**config.mk**
```make
export PLATFORM = sky130hd
export DESIGN_NAME = vga_color_cycler
export DESIGN_NICKNAME = d
export VERILOG_FILES = /design/src/rtl/vgacc_pkg.sv /design/src/rtl/vgacc_hgen.sv /design/src/rtl/vgacc_vgen.sv /design/src/rtl/vgacc_color.sv /design/src/rtl/vga_color_cycler.sv
export SDC_FILE = /design/constraint.sdc
export NUM_CORES = 1
export LEC_CHECK = 0
export ABC_AREA = 0
export BUFFER_PORTS_ARGS = -buffer_cell sky130_fd_sc_hd__clkbuf_2
export CORE_AREA = 2 2 66 74
export DETAILED_ROUTE_END_ITERATION = 10
export DIE_AREA = 0 0 68 76
export SETUP_SLACK_MARGIN = 0.15
export SYNTH_ARGS = -nofsm -noshare
export SYNTH_HDL_FRONTEND = slang
export SYNTH_HIERARCHICAL = 1
export SYNTH_SLANG_ARGS = --single-unit
```
**constraint.sdc**
```tcl
create_clock -name clk_i -period 2 [get_ports clk_i]
set_input_delay 0.4 -clock clk_i [delete_from_list [all_inputs] [get_ports clk_i]]
set_output_delay 0.4 -clock clk_i [all_outputs]
set_load 0.01 [all_outputs]
```
**src/rtl/vgacc_pkg.sv**
```systemverilog
package vgacc_pkg;

    // Phase of one scan axis; the order is the scan order.
    typedef enum logic [1:0] {
        PH_ACTIVE = 2'd0,
        PH_FRONT  = 2'd1,
        PH_SYNC   = 2'd2,
        PH_BACK   = 2'd3
    } phase_e;

endpackage

```
**src/rtl/vgacc_hgen.sv**
```systemverilog
// Horizontal scan: free-running pixel counter plus phase machine.
module vgacc_hgen
    import vgacc_pkg::*;
#(
    parameter int CNT_BITS = 8,
    parameter int VIS      = 196,
    parameter int FP       = 7,
    parameter int SW       = 29
) (
    input  logic   clk_i,
    input  logic   rst_i,
    output phase_e phase_o,
    output logic   sync_n_o,
    output logic   adv_o
);
    localparam int TOTAL    = 1 << CNT_BITS;
    localparam int SYNC_BEG = VIS + FP;
    localparam int SYNC_END = SYNC_BEG + SW;

    localparam logic [CNT_BITS-1:0] LAST_ACT  = CNT_BITS'(VIS - 1);
    localparam logic [CNT_BITS-1:0] LAST_FP   = CNT_BITS'(SYNC_BEG - 1);
    localparam logic [CNT_BITS-1:0] LAST_SYNC = CNT_BITS'(SYNC_END - 1);
    localparam logic [CNT_BITS-1:0] LAST_BP   = CNT_BITS'(TOTAL - 1);

    logic [CNT_BITS-1:0] cnt_q;
    phase_e              state_q;
    phase_e              state_d;

    // Counter wraps naturally at 2**CNT_BITS.
    always_ff @(posedge clk_i or posedge rst_i) begin
        if (rst_i) begin
            cnt_q <= '0;
        end else begin
            cnt_q <= cnt_q + 1'b1;
        end
    end

    always_comb begin
        state_d = state_q;
        unique case (state_q)
            PH_ACTIVE: if (cnt_q == LAST_ACT)  state_d = PH_FRONT;
            PH_FRONT:  if (cnt_q == LAST_FP)   state_d = PH_SYNC;
            PH_SYNC:   if (cnt_q == LAST_SYNC) state_d = PH_BACK;
            PH_BACK:   if (cnt_q == LAST_BP)   state_d = PH_ACTIVE;
        endcase
    end

    always_ff @(posedge clk_i or posedge rst_i) begin
        if (rst_i) begin
            state_q <= PH_ACTIVE;
        end else begin
            state_q <= state_d;
        end
    end

    always_comb begin
        phase_o  = state_q;
        sync_n_o = (state_q != PH_SYNC);
        // Line advances on the edge at which sync returns high.
        adv_o    = (state_q == PH_SYNC) && (cnt_q == LAST_SYNC);
    end

endmodule

```
**src/rtl/vgacc_vgen.sv**
```systemverilog
// Vertical scan: line counter stepped by the line-advance strobe.
module vgacc_vgen
    import vgacc_pkg::*;
#(
    parameter int CNT_BITS = 9,
    parameter int VIS      = 480,
    parameter int FP       = 14,
    parameter int SW       = 2
) (
    input  logic   clk_i,
    input  logic   rst_i,
    input  logic   adv_i,
    output phase_e phase_o,
    output logic   sync_n_o
);
    localparam int TOTAL    = 1 << CNT_BITS;
    localparam int SYNC_BEG = VIS + FP;
    localparam int SYNC_END = SYNC_BEG + SW;

    localparam logic [CNT_BITS-1:0] LAST_ACT  = CNT_BITS'(VIS - 1);
    localparam logic [CNT_BITS-1:0] LAST_FP   = CNT_BITS'(SYNC_BEG - 1);
    localparam logic [CNT_BITS-1:0] LAST_SYNC = CNT_BITS'(SYNC_END - 1);
    localparam logic [CNT_BITS-1:0] LAST_BP   = CNT_BITS'(TOTAL - 1);

    logic [CNT_BITS-1:0] line_q;
    phase_e              state_q;
    phase_e              state_d;

    always_ff @(posedge clk_i or posedge rst_i) begin
        if (rst_i) begin
            line_q <= '0;
        end else if (adv_i) begin
            line_q <= line_q + 1'b1;
        end
    end

    always_comb begin
        state_d = state_q;
        if (adv_i) begin
            unique case (state_q)
                PH_ACTIVE: if (line_q == LAST_ACT)  state_d = PH_FRONT;
                PH_FRONT:  if (line_q == LAST_FP)   state_d = PH_SYNC;
                PH_SYNC:   if (line_q == LAST_SYNC) state_d = PH_BACK;
                PH_BACK:   if (line_q == LAST_BP)   state_d = PH_ACTIVE;
            endcase
        end
    end

    always_ff @(posedge clk_i or posedge rst_i) begin
        if (rst_i) begin
            state_q <= PH_ACTIVE;
        end else begin
            state_q <= state_d;
        end
    end

    always_comb begin
        phase_o  = state_q;
        sync_n_o = (state_q != PH_SYNC);
    end

endmodule

```
**src/rtl/vgacc_color.sv**
```systemverilog
// Strobe divider and wrapping colour register.
module vgacc_color #(
    parameter int DIV_BITS   = 4,
    parameter int COLOR_BITS = 6
) (
    input  logic                  clk_i,
    input  logic                  rst_i,
    input  logic                  tick_i,
    output logic [COLOR_BITS-1:0] color_o
);
    logic [DIV_BITS-1:0]   div_q;
    logic [COLOR_BITS-1:0] color_q;
    logic                  step;

    assign step = tick_i && (&div_q);

    always_ff @(posedge clk_i or posedge rst_i) begin
        if (rst_i) begin
            div_q <= '0;
        end else if (tick_i) begin
            div_q <= div_q + 1'b1;
        end
    end

    always_ff @(posedge clk_i or posedge rst_i) begin
        if (rst_i) begin
            color_q <= '0;
        end else if (step) begin
            color_q <= color_q + 1'b1;
        end
    end

    assign color_o = color_q;

endmodule

```
**src/rtl/vga_color_cycler.sv**
```systemverilog
module vga_color_cycler
    import vgacc_pkg::*;
#(
    parameter int H_BITS   = 8,
    parameter int H_VIS    = 196,
    parameter int H_FP     = 7,
    parameter int H_SW     = 29,
    parameter int V_BITS   = 9,
    parameter int V_VIS    = 480,
    parameter int V_FP     = 14,
    parameter int V_SW     = 2,
    parameter int DIV_BITS = 4,
    parameter int CH_BITS  = 2
) (
    input  logic               clk_i,
    input  logic               rst_i,
    input  logic               tick_i,
    output logic               hsync_n_o,
    output logic               vsync_n_o,
    output logic [CH_BITS-1:0] red_o,
    output logic [CH_BITS-1:0] green_o,
    output logic [CH_BITS-1:0] blue_o
);
    localparam int COLOR_BITS = 3 * CH_BITS;

    phase_e                h_phase;
    phase_e                v_phase;
    logic                  h_sync_n;
    logic                  v_sync_n;
    logic                  line_adv;
    logic [COLOR_BITS-1:0] color_w;
    logic                  visible;

    vgacc_hgen #(
        .CNT_BITS (H_BITS),
        .VIS      (H_VIS),
        .FP       (H_FP),
        .SW       (H_SW)
    ) u_hgen (
        .clk_i    (clk_i),
        .rst_i    (rst_i),
        .phase_o  (h_phase),
        .sync_n_o (h_sync_n),
        .adv_o    (line_adv)
    );

    vgacc_vgen #(
        .CNT_BITS (V_BITS),
        .VIS      (V_VIS),
        .FP       (V_FP),
        .SW       (V_SW)
    ) u_vgen (
        .clk_i    (clk_i),
        .rst_i    (rst_i),
        .adv_i    (line_adv),
        .phase_o  (v_phase),
        .sync_n_o (v_sync_n)
    );

    vgacc_color #(
        .DIV_BITS   (DIV_BITS),
        .COLOR_BITS (COLOR_BITS)
    ) u_color (
        .clk_i   (clk_i),
        .rst_i   (rst_i),
        .tick_i  (tick_i),
        .color_o (color_w)
    );

    // Output process: colour only while both axes are in ACTIVE.
    always_comb begin
        visible   = (h_phase == PH_ACTIVE) && (v_phase == PH_ACTIVE);
        hsync_n_o = h_sync_n;
        vsync_n_o = v_sync_n;
        if (visible) begin
            red_o   = color_w[3*CH_BITS-1:2*CH_BITS];
            green_o = color_w[2*CH_BITS-1:CH_BITS];
            blue_o  = color_w[CH_BITS-1:0];
        end else begin
            red_o   = '0;
            green_o = '0;
            blue_o  = '0;
        end
    end

endmodule

```
==> results of run 1 <==
==> per-layer routing <==
metal | share of wire (%) | up-vias
li1 | - | 572
met1 | 43 | 579
met2 | 53 | 11
met3 | 2.2 | 4
met4 | 1.4 | 0
met5 | 0 | -
==> layout by cell type (no fill, tap or decap), types with 6 or more instances in the layout <==
cell and n:
dfrtp_1 29, buf_4 16, ha_1 13, xnor2_1 12, inv_1 11, nand4_1 9, xor2_1 8, nand2_1 7
nor2_1 7, clkbuf_8 6, buf_6 6
==> flip-flops by register name (all words and copies together) (netlist names) <==
name / flops
u_color/color_o: 6
u_color/div_q: 4
u_hgen/cnt_q: 8
u_hgen/phase_o: 2
u_vgen/line_q: 9
u_vgen/phase_o: 2
==> worst paths after layout <==
check                           slack [ps]                             to                     startpoint
worst max-delay path                    70  u_hgen/phase_o[1]$_DFFE_PP0P_  u_hgen/phase_o[0]$_DFFE_PP0P_
worst min register to register         460   u_color/div_q[3]$_DFFE_PP0P_   u_color/div_q[3]$_DFFE_PP0P_
worst max register to register          70  u_hgen/phase_o[1]$_DFFE_PP0P_  u_hgen/phase_o[0]$_DFFE_PP0P_
worst min-delay path                   110  u_hgen/phase_o[1]$_DFFE_PP0P_                          rst_i
max in group asynchronous             1540  u_vgen/phase_o[0]$_DFFE_PP0P_                          rst_i
min in group clk_i                     370   u_color/div_q[0]$_DFFE_PP0P_                         tick_i
==> power groups by stage <==
| stage | Clock, W | Combinational [W] | Sequential [W] |
|---|---|---|---|
| finish | 0.000478 | 0.000219 | 0.000756 |
| global route | 0.000540 | 0.000244 | 0.000766 |
| CTS | 0.000504 | 0.000183 | 0.000755 |
| detailed placement | 0 | 0.000182 | 0.000766 |
| global placement | 0 | 0.000178 | 0.000761 |
| floorplan | 0 | 0.000141 | 0.000752 |
==> stage by stage <==
stage / area (µm²) / hold WS [ps] / power [W]
after floorplan: 1700 / 240 / 0.000892
after global placement: 1850 / 399 / 0.000939
after detailed placement: 1850 / 414 / 0.000948
after CTS: 2040 / 113 / 0.00144
after global routing: 2170 / 116 / 0.00155
final: 2170 / 106 / 0.00145
==> cell families after synthesis <==
group | after synthesis | synth area share (%)
AOI/OAI and AO/OA | 8 | 4.38
xor gates and xnor gates | 21 | 10.9
adders and majority gates | 17 | 12.6
buffers and inverters | 17 | 4.38
DFF | 31 | 46.0
muxes | 7 | 4.75
and+or+nand+nor | 50 | 16.9
==> critical path: cells and delay by family (launching register included) <==
kind,cells,cell delay [ps]
fa+ha+maj,1,190
flops,1,470
simple gates,1,380
compound gates,2,480
mux,1,310
==> repair_timing <==
action	CTS	global route
endpoints found under the setup margin	10	14
setup buffers	8	4
resized for setup	9	29
pin swaps	3	9
gates cloned	0	0
hold endpoints to repair	0	0
==> cell type report <==
type | count | share of cell area, %
repair buffers | 28 | 10.0
clock inverters | 1 | 0.230
inverters | 14 | 2.65
clock buffers | 6 | 3.80
flip-flops and latches | 31 | 35.8
well taps | 56 | 3.23
multi-input cells | 103 | 44.2
==> metrics.md, run 1 <==
| Metric | Value |
|---|---|
| Top post-synthesis cells by count | dfrtp_1 (31), ha_1 (17), inv_1 (14) |
| Sequential Power Share | 52.0% |
| Setup crit start kind | register |
| Top-count cell post-synth | dfrtp_1 |
| Grt met1 use | 16.8% |
| CTS Hold Bufs | 0 |
| Setup WS pre-CTS | 19.3 ps |
| Multi-input gate area | 961 µm² |
| Fillers | 411 |
| Cts bufs inserted | 5 |
| GPL Wtd Cong | 0.816 |
| Clk slew on worst S/H paths | 60 ps |
| Internal power | 0.00110 W |
| Clk sinks | 31 |
| Sequential share of the synthesized area | 46.0% |
| Largest net degree at the start of global routing | 12 |
| Sw Ratio | 24.4% |
| Inst Count DP | 220 |
| DIE WIDTH | 68 µm |
| Post-synth EDFFs | 0 |
| Htree depth | 2 |
| Total gr overflow | 0 |
| Syn nets | 171 |
| Via density | 4.88 |
| DR DRC count | 0 |
| Worst-path maximum fanout | 4 |
| Slowest-stage cell, CP | dfrtp_2 |
| Clock Latency Late Sink | 270 ps |
| Cell taking the most area after synthesis | dfrtp_1 |
| Final Hold Viols | 0 |
| Ys Warns | 6 |
| Worst R2R Path Depth | 5 |
| Synth Flop Type | dfrtp_1 |
| Die area | 5170 µm² |
| Layout area overhead | 28.9% |
| Layer with the highest usage | met2 |
| Row count | 26 |
| Share of the synthesized area in the top cell type | 46.0% |
| Hold Crit Class | in -> async |
| Final cell count without fillers | 239 |
| Synthesized cell area | 1690 µm² |
| Rel. slew slack | 70.5% |
| Final period util | 96.7% |
| Cell breakdown of the critical path | ha_4, or3b_4, a2111oi_4, o221ai_2, mux2_4 |
| Placeable core region | 4490 µm² |
| Final Max Tran Viols | 0 |
| PortBufs | 10 |
| Yosys reg bits | 31 |
| Lkg Pwr | 1.01 nW |
| Worst setup EP type | register |
| WP data required | 2160 ps |
| Vias in the first global route | 1185 |
| Met3 GRT Util | 4.28% |
| Clock period minus worst slack | 1930 ps |
| Initial antenna violation count | 0 |
| Synth cell types | 30 |
| Final HPWL DP | 2.11 mm |
| Synth top area cells | dfrtp_1 (46%), ha_1 (13%), xnor2_1 (6.8%) |
| Register area | 778 µm² |
| # Max-Cap Violations | 0 |
| Via count | 1166 |
| Setup CP Type | reg -> reg |
| DR iter-0 viols | 50 |
| Worst-margin pin slew | 443 ps |
| Final setup fails | 0 |
| Fraction of layout cells with a size suffix above 1 | 35.5% |
| Max incr delay on CP | 470 ps |
| Die H | 76 µm |
| Final net count | 203 |
| Clk pwr share | 32.9% |
| Sw Pwr | 0.000354 W |
| Status | completed |
| Finished Core Util | 48.4% |
| Met2 Use GR | 21.3% |
| Critical path arrival | 2090 ps |
| Asr flop ratio synth | 100% |
| VDD IR max | 0.000567 V |
| Mean post-synth cell area | 11.2 µm² |
| Antenna Cells | 0 |
| Setup slack after layout | 65.1 ps |
| Detailed Route WL | 3.12 mm |
| Num ports | 11 |
| Initial Utilization | 37.5% |
| Post-route clock skew | 3.83 ps |
| RSZ-0062 raised after global routing | yes |
| Setup_tns | 0 ps |
| Wirelength per Cell | 13.1 µm |
| CTS Buffer Depth | 2 |
| Power Density | 669 nW/µm² |
| TritonCTS clock tree | done |
| First-pass GRT wire length | 5.35 mm |
| Detail Route Antenna Nets | 0 |
| DR pass1 iterations | 4 |
| Combinational Power Share | 15.1% |
| Global-route usage over all layers | 13.6% |
| Fmax achieved | 517 MHz |
| Root Driver | clkbuf_8 |
| Cells after Synth | 151 |
(Power assumes the default switching activity.)
==> run 2: changes to the inputs <==
==> constraint.sdc (replaced) <==
create_clock -name clk_i -period 2.4 [get_ports clk_i]
set_input_delay 0.48 -clock clk_i [delete_from_list [all_inputs] [get_ports clk_i]]
set_output_delay 0.48 -clock clk_i [all_outputs]
set_load 0.01 [all_outputs]
==> run 2 against run 1 <==
Largest power group unchanged. Die area stayed put. Final cell count shrank 7.1%. Highest routed layer unchanged. Sequential power down 17%. Power down 19%.
==> metrics.md, run 2 (same netlist as run 1, synthesis figures left out) <==
| Metric | Value |
|---|---|
| Final period util | 88.9% |
| Row count | 26 |
| Largest net degree at the start of global routing | 12 |
| Final setup fails | 0 |
| GPL Wtd Cong | 0.742 |
| Antenna Cells | 0 |
| Worst setup EP type | register |
| Slowest-stage cell, CP | dfrtp_1 |
| Clock Latency Late Sink | 280 ps |
| Largest Register | u_vgen/line_q |
| Placeable core region | 4490 µm² |
| Vias in the first global route | 1165 |
| Root Driver | clkbuf_8 |
| Initial antenna violation count | 0 |
| Detailed Route WL | 2.83 mm |
| Power Density | 628 nW/µm² |
| Global-route usage over all layers | 13.1% |
| Critical path arrival | 2290 ps |
| DR pass1 iterations | 4 |
| Critical path origin | u_hgen/phase_o[1]$_DFFE_PP0P_ |
| TritonCTS clock tree | done |
| Initial Utilization | 37.5% |
| Final net count | 186 |
| Most common cell after layout, fill and taps aside | dfrtp_1 |
| CTS Buffer Depth | 2 |
| # Max-Cap Violations | 0 |
| Via density | 4.96 |
| Layout area overhead | 11.7% |
| R2r setup slk | 270 ps |
| Max reg flops | 9 |
| Max incr delay on CP | 420 ps |
| FF-to-FF Start | u_hgen/phase_o[1]$_DFFE_PP0P_ |
| Cell breakdown of the critical path | inv_1, ha_1, or3b_1, a2111oi_2, o221ai_2, mux2_4 |
| Inst Count DP | 215 |
| Hold Crit Class | in -> async |
| Num ports | 11 |
| Die H | 76 µm |
| Lkg Pwr | 0.892 nW |
| DR DRC count | 0 |
| Worst-margin pin slew | 503 ps |
| Final HPWL DP | 2.19 mm |
| Post-route clock skew | 4.67 ps |
| DIE WIDTH | 68 µm |
| Die area | 5170 µm² |
| Setup crit start kind | register |
| Worst-path maximum fanout | 5 |
| Most frequent cells in the layout | dfrtp_1 (31), ha_1 (17), inv_1 (14) |
| Detail Route Antenna Nets | 0 |
| Via count | 1102 |
| VDD IR max | 0.000489 V |
| Power Total | 0.00118 W |
| Status | completed |
| Total gr overflow | 0 |
| PortBufs | 10 |
| Post-CTS setup buffer count | 0 |
| Wirelength per Cell | 12.7 µm |
| Fmax achieved | 469 MHz |
| Fraction of layout cells with a size suffix above 1 | 17.5% |
| Final cell count without fillers | 222 |
| Final Max Tran Viols | 0 |
| RSZ-0062 raised after global routing | no |
| Final Hold Viols | 0 |
| First-pass GRT wire length | 5.11 mm |
| Rel. slew slack | 66.2% |
| DR iter-0 viols | 41 |
| Clk slew on worst S/H paths | 60 ps |
| Clk sinks | 31 |
| Setup_tns | 0 ps |
| Clock period minus worst slack | 2130 ps |
| WP data required | 2560 ps |
| Setup CP Type | reg -> reg |
| Htree depth | 2 |
| Cts bufs inserted | 5 |
-- run 2: cell types whose count changed in the layout (fill, tap and decap cells not counted), moves of 2 or more --
cell | before | now
dfrtp_1 | 29 | 31
buf_2 | 2 | 0
buf_4 | 16 | 1
nor4_4 | 2 | 0
clkbuf_2 | 4 | 10
inv_1 | 11 | 14
ha_1 | 13 | 17
ha_4 | 3 | 0
dfrtp_2 | 2 | 0
and2_4 | 4 | 0
buf_6 | 6 | 0
inv_4 | 2 | 0
and2_1 | 2 | 6
-- run 2: worst paths after layout --
check / end / cells past startpoint
min in group clk_i: u_color/div_q[0]$_DFFE_PP0P_ / 2
setup reg to reg: u_hgen/phase_o[1]$_DFFE_PP0P_ / 6
setup / recovery: u_hgen/phase_o[1]$_DFFE_PP0P_ / 6
hold reg to reg: u_color/color_o[5]$_DFFE_PP0P_ / 1
hold / removal: u_color/color_o[3]$_DFFE_PP0P_ / 2
max in group asynchronous: u_vgen/line_q[5]$_DFFE_PP0P_ / 2
-- run 2: final cells by class --
class / instances / area, µm²
fillers: 451 / 2610
multi-input cells: 103 / 838
flip-flops and latches: 31 / 776
clock buffers: 6 / 82.6
well taps: 56 / 70.1
repair buffers: 11 / 57.6
inverters: 14 / 52.6
clock inverters: 1 / 5.00
-- run 2: power by group --
part           switching, W  internal (W)
Clock              0.000175      0.000224
Sequential        0.0000502      0.000580
Combinational     0.0000712     0.0000817
Total              0.000296      0.000886
-- run 2: routing by layer --
| metal | wire (µm) | global-route usage, % |
|---|---|---|
| met5 | 0 | 0 |
| met4 | 27 | 4.20 |
| met3 | 108 | 5.32 |
| met1 | 1190 | 15.0 |
| met2 | 1500 | 21.8 |
-- run 2: critical path, delay by kind of cell (launching register included) --
kind	cells	cell delay (ps)
multiplexers	1	320
buffers and inverters	1	110
AND/OR/NAND/NOR	1	370
AO/OA/AOI/OAI	2	600
flip-flops	1	420
adder cells (fa/ha/maj)	1	200
-- run 2: timing repair --
| action | CTS | global route |
|---|---|---|
| hold buffers | 0 | 0 |
| setup endpoints to repair | 0 | 1 |
| gates resized for setup | 0 | 1 |
-- run 2: metrics by stage --
stage	util (%)	worst slack, ps	cell area [µm²]	hold slack [ps]
finish	41.9	266	1880	192
global route	41.9	146	1880	198
CTS	41.9	236	1880	188
detailed placement	39.9	245	1790	460
global placement	39.9	376	1790	453
floorplan	-	415	1690	320
==> run 3: changes to the inputs <==
--- a/config.mk
+++ b/config.mk
@@ -10,6 +10,7 @@
 export CORE_AREA = 2 2 66 74
 export DETAILED_ROUTE_END_ITERATION = 10
 export DIE_AREA = 0 0 68 76
+export RECOVER_POWER = 100
 export SETUP_SLACK_MARGIN = 0.15
 export SYNTH_ARGS = -nofsm -noshare
 export SYNTH_HDL_FRONTEND = slang
==> run 3 against run 2 <==
Non-clock buffer count unchanged. Clock power about the same. First-iteration DRC count fell by 17%. Utilization is 0.28 points lower. Critical path type unchanged. Largest cell class unchanged. Highest routed layer unchanged.
==> metrics.md, run 3 (same netlist as run 1, synthesis figures left out) <==
| Metric | Value |
|---|---|
| Status | completed |
| Setup slack after layout | 222 ps |
| Final setup fails | 0 |
| Hold Crit Class | in -> async |
| Internal power | 0.000884 W |
| RR Endpoint | u_hgen/phase_o[1]$_DFFE_PP0P_ |
| Power Density | 632 nW/µm² |
| Clk slew on worst S/H paths | 60 ps |
| DIE WIDTH | 68 µm |
| Via count | 1104 |
| DR pass1 iterations | 4 |
| Detail Route Antenna Nets | 0 |
| Die H | 76 µm |
| Row count | 26 |
| Post-route clock skew | 3.92 ps |
| Cell area after layout | 1870 µm² |
| Clk pwr share | 33.8% |
| Clock period minus worst slack | 2180 ps |
| Initial antenna violation count | 0 |
| GPL Wtd Cong | 0.742 |
| Final period util | 90.8% |
| Cts bufs inserted | 5 |
| Total gr overflow | 0 |
| Setup WS pre-CTS | 245 ps |
| Combinational Power Share | 12.7% |
| VDD IR max | 0.000488 V |
| Worst Setup EP | u_hgen/phase_o[1]$_DFFE_PP0P_ |
| Fraction of layout cells with a size suffix above 1 | 14.5% |
| Largest net degree at the start of global routing | 12 |
| Multi-input gate area | 830 µm² |
| PortBufs | 10 |
| Sequential Power Share | 53.4% |
| Sw Ratio | 25.1% |
| Lkg Pwr | 0.877 nW |
| Vias in the first global route | 1165 |
| FF-to-FF Start | u_hgen/phase_o[1]$_DFFE_PP0P_ |
| First-pass GRT wire length | 5.11 mm |
| Rel. slew slack | 65.1% |
| Initial Utilization | 37.5% |
| Clock Latency Late Sink | 270 ps |
| Placeable core region | 4490 µm² |
| Num ports | 11 |
| Setup CP Type | reg -> reg |
| Area post-placement | 1790 µm² |
| Register area | 776 µm² |
| Worst-margin pin slew | 519 ps |
| Worst R2R Path Depth | 6 |
| Die area | 5170 µm² |
| Wirelength per Cell | 12.7 µm |
| RSZ-0062 raised after global routing | no |
| Final Hold Viols | 0 |
| Via density | 4.97 |
| Final Max Tran Viols | 0 |
| Detailed Route WL | 2.82 mm |
| WP data required | 2560 ps |
| Htree depth | 2 |
| Antenna Cells | 0 |
| Final HPWL DP | 2.19 mm |
| DR iter-0 viols | 34 |
| Fillers | 455 |
| Setup crit start kind | register |
| # Max-Cap Violations | 0 |
| Layout area overhead | 10.9% |
| Global-route usage over all layers | 13.1% |
| R2r setup slk | 220 ps |
| Sw Pwr | 0.000297 W |
| TritonCTS clock tree | done |
| Most frequent cells in the layout | dfrtp_1 (31), ha_1 (17), inv_1 (14) |
| Largest Register | u_vgen/line_q |
| DR DRC count | 0 |
| Finished Core Util | 41.6% |
| Setup_tns | 0 ps |
| Root Driver | clkbuf_8 |
| Critical path origin | u_hgen/phase_o[1]$_DFFE_PP0P_ |
| Final net count | 186 |
| Max reg flops | 9 |
| Worst-path maximum fanout | 5 |
| CTS Buffer Depth | 2 |
| Critical path arrival | 2340 ps |
| CTS Hold Bufs | 0 |
| Fmax achieved | 459 MHz |
| Worst setup EP type | register |
| Most common cell after layout, fill and taps aside | dfrtp_1 |
| Clk sinks | 31 |
## run 3: cell counts in the layout (fill, tap and decap cells not counted)
Identical to the previous run, type by type.
## run 3: timing repair
action | 4_1_cts | 5_1_grt
endpoints found under the setup margin | 0 | 1
setup buffers | 0 | 0
resized for setup | 0 | 1
## run 3: area by class of cell
cell class | count | share of cell area (%)
clock inverter | 1 | 0.268
sequential | 31 | 41.5
timing repair buffer | 11 | 2.88
inverter | 14 | 2.81
multi-input combinational | 103 | 44.4
clock buffer | 6 | 4.42
tap | 56 | 3.75
## run 3: through the flow
step	instances	hold slack [ps]	power, W
5_1_grt	222	209	0.00127
2_1_floorplan	151	320	0.000743
4_1_cts	222	188	0.00121
3_3_place_gp	215	453	0.000783
3_5_place_dp	215	460	0.000794
6_report	222	194	0.00118
## run 3: power groups by stage
stage	sequential, W	clock, W	combinational [W]
floorplan	0.000626	0	0.000117
global route	0.000639	0.000450	0.000176
finish	0.000631	0.000400	0.000151
detailed placement	0.000638	0	0.000156
CTS	0.000629	0.000422	0.000157
global placement	0.000634	0	0.000148
## run 3: worst max-delay path: stages, from the launching register on
cell and delay, ps:
dfrtp_1 420, inv_1 110, ha_1 200, or3b_1 370, a2111oi_2 380, o221ai_1 230
mux2_4 340
## run 3: how the worst min path moves through the flow
stage                                   startpoint                        endpoint  slack, ps  cells past startpoint
floorplan                                    rst_i  u_color/color_o[0]$_DFFE_PP0P_        320                      1
global placement      u_color/div_q[3]$_DFFE_PP0P_    u_color/div_q[3]$_DFFE_PP0P_        450                      1
detailed placement  u_color/color_o[5]$_DFFE_PP0P_  u_color/color_o[5]$_DFFE_PP0P_        460                      1
CTS                                          rst_i  u_color/color_o[3]$_DFFE_PP0P_        190                      2
global route                                 rst_i  u_color/color_o[3]$_DFFE_PP0P_        210                      2
finish                                       rst_i  u_color/color_o[3]$_DFFE_PP0P_        190                      2
## run 3: layer usage
layer	vias up	global-route usage [%]	wire length, µm
met1	545	15.0	1200
met5	-	0	0
li1	540	-	-
met2	15	21.8	1490
met3	4	5.32	101
met4	0	4.20	27
